## config.mk

```make
export PLATFORM = sky130hd
export DESIGN_NAME = mac_single_round
export DESIGN_NICKNAME = d
export VERILOG_FILES = /design/src/rtl/mac_pkg.sv /design/src/rtl/mac_booth_pp.sv /design/src/rtl/mac_csa_tree.sv /design/src/rtl/mac_accum.sv /design/src/rtl/mac_single_round.sv
export SDC_FILE = /design/constraint.sdc
export NUM_CORES = 1
export LEC_CHECK = 0
export BUFFER_PORTS_ARGS = -buffer_cell sky130_fd_sc_hd__buf_2
export CORE_MARGIN = 1
export CORE_UTILIZATION = 45
export CTS_CLUSTER_DIAMETER = 60
export DETAILED_ROUTE_END_ITERATION = 10
export GPL_TIMING_DRIVEN = 0
export PLACE_DENSITY = 0.69
export REMOVE_ABC_BUFFERS = 1
export SYNTH_ARGS = -nofsm -noshare
export SYNTH_HDL_FRONTEND = slang
export SYNTH_SLANG_ARGS = --single-unit
export TNS_END_PERCENT = 100
```

## constraint.sdc

```tcl
create_clock -name clk -period 14.9 [get_ports clk]
set_input_delay 2.98 -clock clk [delete_from_list [all_inputs] [get_ports clk]]
set_output_delay 2.98 -clock clk [all_outputs]
set_load 0.1 [all_outputs]
```

## src/rtl/mac_pkg.sv

```systemverilog
// Package: shared Booth digit type and encoder for the multiply-accumulate.
// Assumes radix-4 recoding over overlapping bit triplets of the multiplier.
package mac_pkg;

    // One radix-4 digit: magnitude select (one or two) and sign.
    typedef struct packed {
        logic neg;
        logic one;
        logic two;
    } booth_sel_t;

    // Decode a multiplier triplet {b(2i+1), b(2i), b(2i-1)} into a digit.
    function automatic booth_sel_t booth_encode(input logic [2:0] trip);
        booth_sel_t sel;
        sel.neg = trip[2];
        sel.one = trip[1] ^ trip[0];
        sel.two = (trip[2] & ~trip[1] & ~trip[0]) | (~trip[2] & trip[1] & trip[0]);
        return sel;
    endfunction

endpackage

```

## src/rtl/mac_booth_pp.sv

```systemverilog
// Booth partial-product generator.
// Produces one shifted row per radix-4 digit of the multiplier. A negative
// digit yields the inverted magnitude, and its +1 correction is collected
// in a separate last row. All rows are sign-extended to OUT_W bits.
// Assumes OUT_W >= 2*IN_W + 1 so that no row overflows.
module mac_booth_pp
    import mac_pkg::*;
#(
    parameter int IN_W  = 13,
    parameter int OUT_W = 28,
    localparam int NPP  = (IN_W + 2) / 2,
    localparam int YW   = 2 * NPP + 1
) (
    input  logic [IN_W-1:0]            mcand,
    input  logic [IN_W-1:0]            mplr,
    output logic [NPP:0][OUT_W-1:0]    rows
);

    logic [YW-1:0]       y_ext;
    logic [OUT_W-1:0]    x_ext;
    booth_sel_t          sel [NPP];
    logic [OUT_W-1:0]    pp  [NPP];
    logic [OUT_W-1:0]    neg_word;

    // Purpose: sign-extend the multiplier with a zero appended below bit 0.
    assign y_ext = {{(YW - 1 - IN_W){mplr[IN_W-1]}}, mplr, 1'b0};
    // Purpose: sign-extend the multiplicand to row width.
    assign x_ext = {{(OUT_W - IN_W){mcand[IN_W-1]}}, mcand};

    for (genvar i = 0; i < NPP; i++) begin : g_digit
        logic [OUT_W-1:0] mag;
        logic [OUT_W-1:0] signed_mag;

        // Purpose: recode the overlapping triplet into a digit select.
        assign sel[i] = booth_encode(y_ext[2*i+2 : 2*i]);

        // Purpose: pick the multiplicand magnitude for this digit.
        always_comb begin
            if (sel[i].one)
                mag = x_ext;
            else if (sel[i].two)
                mag = x_ext << 1;
            else
                mag = '0;
        end

        // Purpose: invert for a negative digit; the +1 goes to neg_word.
        assign signed_mag = sel[i].neg ? ~mag : mag;
        assign pp[i]      = signed_mag << (2 * i);
    end

    // Purpose: collect the two's-complement +1 of every negative digit.
    always_comb begin
        neg_word = '0;
        for (int i = 0; i < NPP; i++) begin
            neg_word[2*i] = sel[i].neg;
        end
    end

    // Purpose: pack the partial products and the correction row.
    always_comb begin
        for (int i = 0; i < NPP; i++) begin
            rows[i] = pp[i];
        end
        rows[NPP] = neg_word;
    end

endmodule

```

## src/rtl/mac_csa_tree.sv

```systemverilog
// Carry-save reducer.
// Folds NIN rows into one sum word and one carry word with a chain of 3:2
// compressors. Nothing is propagated, so the result is redundant: the two
// words add modulo 2^W to the sum of the input rows.
// Assumes NIN >= 3.
module mac_csa_tree #(
    parameter int W   = 28,
    parameter int NIN = 9
) (
    input  logic [NIN-1:0][W-1:0] rows,
    output logic [W-1:0]          sum_o,
    output logic [W-1:0]          carry_o
);

    logic [W-1:0] s_st [NIN-1];
    logic [W-1:0] c_st [NIN-1];

    // Purpose: the first two rows seed the chain unchanged.
    assign s_st[0] = rows[0];
    assign c_st[0] = rows[1];

    for (genvar j = 1; j < NIN - 1; j++) begin : g_level
        logic [W-1:0] nxt;
        logic [W-1:0] maj;
        // Purpose: compress the running pair and one new row, 3 to 2.
        assign nxt     = rows[j+1];
        assign s_st[j] = s_st[j-1] ^ c_st[j-1] ^ nxt;
        assign maj     = (s_st[j-1] & c_st[j-1]) | (s_st[j-1] & nxt) | (c_st[j-1] & nxt);
        assign c_st[j] = maj << 1;
    end

    assign sum_o   = s_st[NIN-2];
    assign carry_o = c_st[NIN-2];

endmodule

```

## src/rtl/mac_accum.sv

```systemverilog
// Accumulate stage.
// Adds the carry-save product words to the fed-back accumulator, whose low
// RND_BITS bits are replaced by zeros, in one unpipelined adder. It holds the
// accumulator on idle cycles and remembers a clear strobe seen while idle.
// Assumes the rounding constant is already inside the carry-save words.
module mac_accum #(
    parameter int ACC_W    = 28,
    parameter int RND_BITS = 3
) (
    input  logic             clk,
    input  logic             rst_n,
    input  logic             in_valid,
    input  logic             clr,
    input  logic [ACC_W-1:0] ps_sum,
    input  logic [ACC_W-1:0] ps_carry,
    output logic [ACC_W-1:0] acc_q,
    output logic             valid_q
);

    logic             clr_pend_q;
    logic             clear_eff;
    logic [ACC_W-1:0] feedback;
    logic [ACC_W-1:0] f_sum;
    logic [ACC_W-1:0] f_carry;
    logic [ACC_W-1:0] acc_d;

    // Purpose: a clear applies now or was held from an idle cycle.
    assign clear_eff = clr | clr_pend_q;

    // Purpose: truncated, zero-padded feedback, or zero after a clear.
    assign feedback = clear_eff ? '0 : {acc_q[ACC_W-1:RND_BITS], {RND_BITS{1'b0}}};

    // Purpose: merge the three operands to two before the one final adder.
    always_comb begin
        f_sum   = ps_sum ^ ps_carry ^ feedback;
        f_carry = ((ps_sum & ps_carry) | (ps_sum & feedback) | (ps_carry & feedback)) << 1;
        acc_d   = f_sum + f_carry;
    end

    // Purpose: accumulator, output flag and held-clear registers.
    always_ff @(posedge clk) begin
        if (!rst_n) begin
            acc_q      <= '0;
            valid_q    <= 1'b0;
            clr_pend_q <= 1'b0;
        end else begin
            valid_q <= in_valid;
            if (in_valid) begin
                acc_q      <= acc_d;
                clr_pend_q <= 1'b0;
            end else if (clr) begin
                clr_pend_q <= 1'b1;
            end
        end
    end

endmodule

```

## src/rtl/mac_single_round.sv

```systemverilog
// Single-rounding multiply-accumulate, top level.
// Booth rows, the correction row and a half-LSB rounding row are reduced to
// carry-save form at accumulator width and handed to the accumulate stage.
// Assumes ACC_W >= 2*IN_W + 1 and RND_BITS >= 1.
module mac_single_round #(
    parameter int IN_W     = 13,
    parameter int ACC_W    = 28,
    parameter int RND_BITS = 3
) (
    input  logic             clk,
    input  logic             rst_n,
    input  logic             clr,
    input  logic             in_valid,
    input  logic [IN_W-1:0]  data_in,
    input  logic [IN_W-1:0]  coef_in,
    output logic [ACC_W-1:0] acc_out,
    output logic             out_valid
);

    localparam int NPP  = (IN_W + 2) / 2;
    localparam int NROW = NPP + 2;
    localparam logic [ACC_W-1:0] RND_K = ACC_W'(1) << (RND_BITS - 1);

    logic [NPP:0][ACC_W-1:0]    booth_rows;
    logic [NROW-1:0][ACC_W-1:0] all_rows;
    logic [ACC_W-1:0]           pp_sum;
    logic [ACC_W-1:0]           pp_carry;

    mac_booth_pp #(
        .IN_W  (IN_W),
        .OUT_W (ACC_W)
    ) u_booth (
        .mcand (data_in),
        .mplr  (coef_in),
        .rows  (booth_rows)
    );

    // Purpose: append the single rounding constant as the last row.
    always_comb begin
        for (int i = 0; i <= NPP; i++) begin
            all_rows[i] = booth_rows[i];
        end
        all_rows[NROW-1] = RND_K;
    end

    mac_csa_tree #(
        .W   (ACC_W),
        .NIN (NROW)
    ) u_csa (
        .rows    (all_rows),
        .sum_o   (pp_sum),
        .carry_o (pp_carry)
    );

    mac_accum #(
        .ACC_W    (ACC_W),
        .RND_BITS (RND_BITS)
    ) u_acc (
        .clk      (clk),
        .rst_n    (rst_n),
        .in_valid (in_valid),
        .clr      (clr),
        .ps_sum   (pp_sum),
        .ps_carry (pp_carry),
        .acc_q    (acc_out),
        .valid_q  (out_valid)
    );

endmodule

```

==> summary.json <==
{
  "status": {
    "run_status": "complete, no violations"
  },
  "timing": {
    "timing.final.crit_period_ns": 10.98,
    "report.final.slew_viol_count": 0,
    "worst_clock_skew_ns": 0.00251,
    "setup-tns-final_ns": 0,
    "timing_worst_slew_pin_value_ns": 1.21,
    "setup_viol_count_final": 0,
    "final.period_utilization_pct": 73.7,
    "max_freq_ghz": 0.0911,
    "rsz0062_at_grt": "no",
    "finalHoldViolations": 0,
    "slew_headroom_pct": 18.8,
    "finalHoldWorstSlack_ns": 0.484
  },
  "logic_synthesis": {
    "synth_async_sr_flop_share_pct": 0,
    "synth-main-ff-cell": "dfxtp_1",
    "synth-compound-area-share_pct": 22.3,
    "cell_count_after_synthesis": 1180,
    "synth_seq_area_share_pct": 6.83,
    "synth_largest_type_area_fraction_pct": 21.8,
    "synthTopCellsByArea": "fa_1, ha_1, inv_1, dfxtp_1, a21oi_1",
    "number_of_enable_flip_flop_cells_after_synthesis": 0,
    "synthDominantAreaCellType": "fa_1",
    "ys_seq_elements": 30,
    "mappedNetlistArea_um2": 8800,
    "yosys.area_share.simple_pct": 14.4,
    "yosys.cell_types.count": 52,
    "dominant_combinational_cell_family_by_area_after_synthesis": "adder cells",
    "synth_xor_area_share_pct": 3.88,
    "syn-mean-instance-area_um2": 7.46,
    "yosys_warns": 0,
    "synth-adder-area-share_pct": 36.5,
    "synth.mux.area_fraction_pct": 3.19
  },
  "setup_path": {
    "r2r_setup_slack_ns": 10.53,
    "critical_path.max_stage_delay_ns": 0.77,
    "critical_path.max_fanout": 47,
    "crit_path_top_delay_cell": "nor2_1",
    "crit_family": "adder cells",
    "arrival_ns": 11.16,
    "crit_buf_inv": 8,
    "crit_path_start_kind": "input pin",
    "timing.setup.critical_path_class": "in2reg",
    "cp.required_ns": 15.08,
    "endpoint_kind": "flop"
  },
  "global_route": {
    "grt_overflow": 0,
    "largest_net_degree_at_the_start_of_global_routing": 57,
    "vias_in_the_first_global_route": 7099,
    "groute.usage.overall_pct": 21.0,
    "grt_pass1_wl_um": 34800,
    "grt_antenna_before_repair": 0
  },
  "clock_network": {
    "cts_tree": "built",
    "postcts_resize_cnt": 0,
    "post-cts-setup-buffer-count": 0,
    "cts.htree.levels": 2,
    "worstSkewPairLatency_ns": 0.29,
    "clock_sink_count": 30,
    "cts_inserted_buffers": 5,
    "clk_pin_slew_ns": 0.06,
    "clock-root-buffer": "clkbuf_16",
    "cts-root-to-sink-buffers": 2,
    "cts_stage_hold_buffer_count": 0
  },
  "floorplanning": {
    "ios": 59,
    "core_region_area_um2": 19000,
    "floorplan.initialDensity_pct": 46.4,
    "die_height_um": 142,
    "die-area_um2": 20100,
    "die_x_um": 142,
    "num_rows": 50
  },
  "final_layout": {
    "layout.cells.most_common": "inv_1",
    "nNetsFinal": 1353,
    "flow.area_growth_from_synthesis_pct": 4.11,
    "layout-drive-gt1-share_pct": 6.40,
    "most-common-layout-cells": "inv_1, nand2_1, fa_1",
    "antenna_cell_count": 0
  },
  "drt": {
    "antenna_violating_nets_post_route": 0,
    "vias": 7787,
    "detail_route.wirelength_um": 20000,
    "dr.first_iter.drc_count": 411,
    "drc": 0,
    "route.detailed.vias_per_inst": 5.56,
    "drt-pass1-iter-count": 5,
    "routed_wire_length_per_instance_um": 14.3
  },
  "flow_run": {
    "drv.max_cap_violation_count": 0
  },
  "min_path": {
    "min-delay-path-class": "reg2reg"
  },
  "placement": {
    "total_of_buffers_placed_on_input_and_output_ports": 58,
    "detailed_place_hpwl_um": 15200,
    "finalWeightedCongestion": 0.908
  }
}
==> registers in the layout (all words and copies together), names as in the netlist <==
name              count
u_acc.acc_q          28
u_acc.clr_pend_q      1
u_acc.valid_q         1
==> per-stage QoR <==
stage	worst slack, ns	cell area, um^2	std cells	util [%]
6_report	3.92	9160	1400	48.3
5_1_grt	3.50	9160	1400	48.3
4_1_cts	4.01	9160	1400	48.3
3_5_place_dp	3.72	9010	1392	47.5
3_3_place_gp	3.81	9010	1392	47.5
2_1_floorplan	5.42	8390	1074	-
==> worst min-delay path: stages, from the launching register on <==
cell and delay, ns:
dfxtp_1 0.30, nand2b_1 0.06, a21boi_0 0.07
==> layout make-up <==
cell class                 count  area [um^2]
clock buffer                   6          139
clock inverter                 2         12.5
fill                        1914         9800
inverter                     196          736
multi-input combinational    848         7060
sequential                    30          601
tap                          260          325
timing repair buffer          58          290
==> synthesized netlist by cell type (5+ instances only) <==
master,instances
xor2_1,19
o21a_1,5
maj3_1,19
a21oi_1,93
and2_1,12
o211a_1,5
o221ai_1,7
nand4_1,6
o311a_1,9
nand2_1,106
nand2b_1,7
xnor2_1,20
mux2i_1,28
nor2b_1,35
a221oi_1,21
a211oi_1,7
and3_1,5
o31ai_1,11
o21ai_0,51
clkbuf_1,97
nand3_1,16
inv_1,196
a22oi_1,23
ha_1,88
dfxtp_1,30
a21o_1,12
nor2_1,72
fa_1,96
o22ai_1,42
buf_1,8
==> metal layers <==
| metal | vias up | GRT usage (%) | share of wire (%) |
|---|---|---|---|
| met5 | - | 0 | 0 |
| met4 | 0 | 3.40 | 0.78 |
| met3 | 11 | 1.92 | 4.3 |
| met2 | 171 | 33.9 | 47 |
| met1 | 3752 | 30.7 | 48 |
| li1 | 3853 | - | - |
==> path summary, 6_finish.rpt <==
path / startpoint / endpoint / cells past startpoint
max reg2reg: u_acc.clr_pend_q / u_acc.acc_q[24] / 13
min reg2reg: u_acc.acc_q[0] / u_acc.acc_q[0] / 2
min: u_acc.acc_q[0] / u_acc.acc_q[0] / 2
max: coef_in[5] / u_acc.acc_q[25] / 29
==> cell families (layout without fill, tap and decap cells) <==
family          after synthesis  in the layout
compound gates              304            304
xor+xnor                     39             39
fa+ha+maj                   203            203
buf+inv                     302            262
flops                        30             30
mux                          28             28
simple gates                274            274
Power is not shown: default switching activity piles up to over one toggle a cycle in this logic, so the estimate is an artifact.
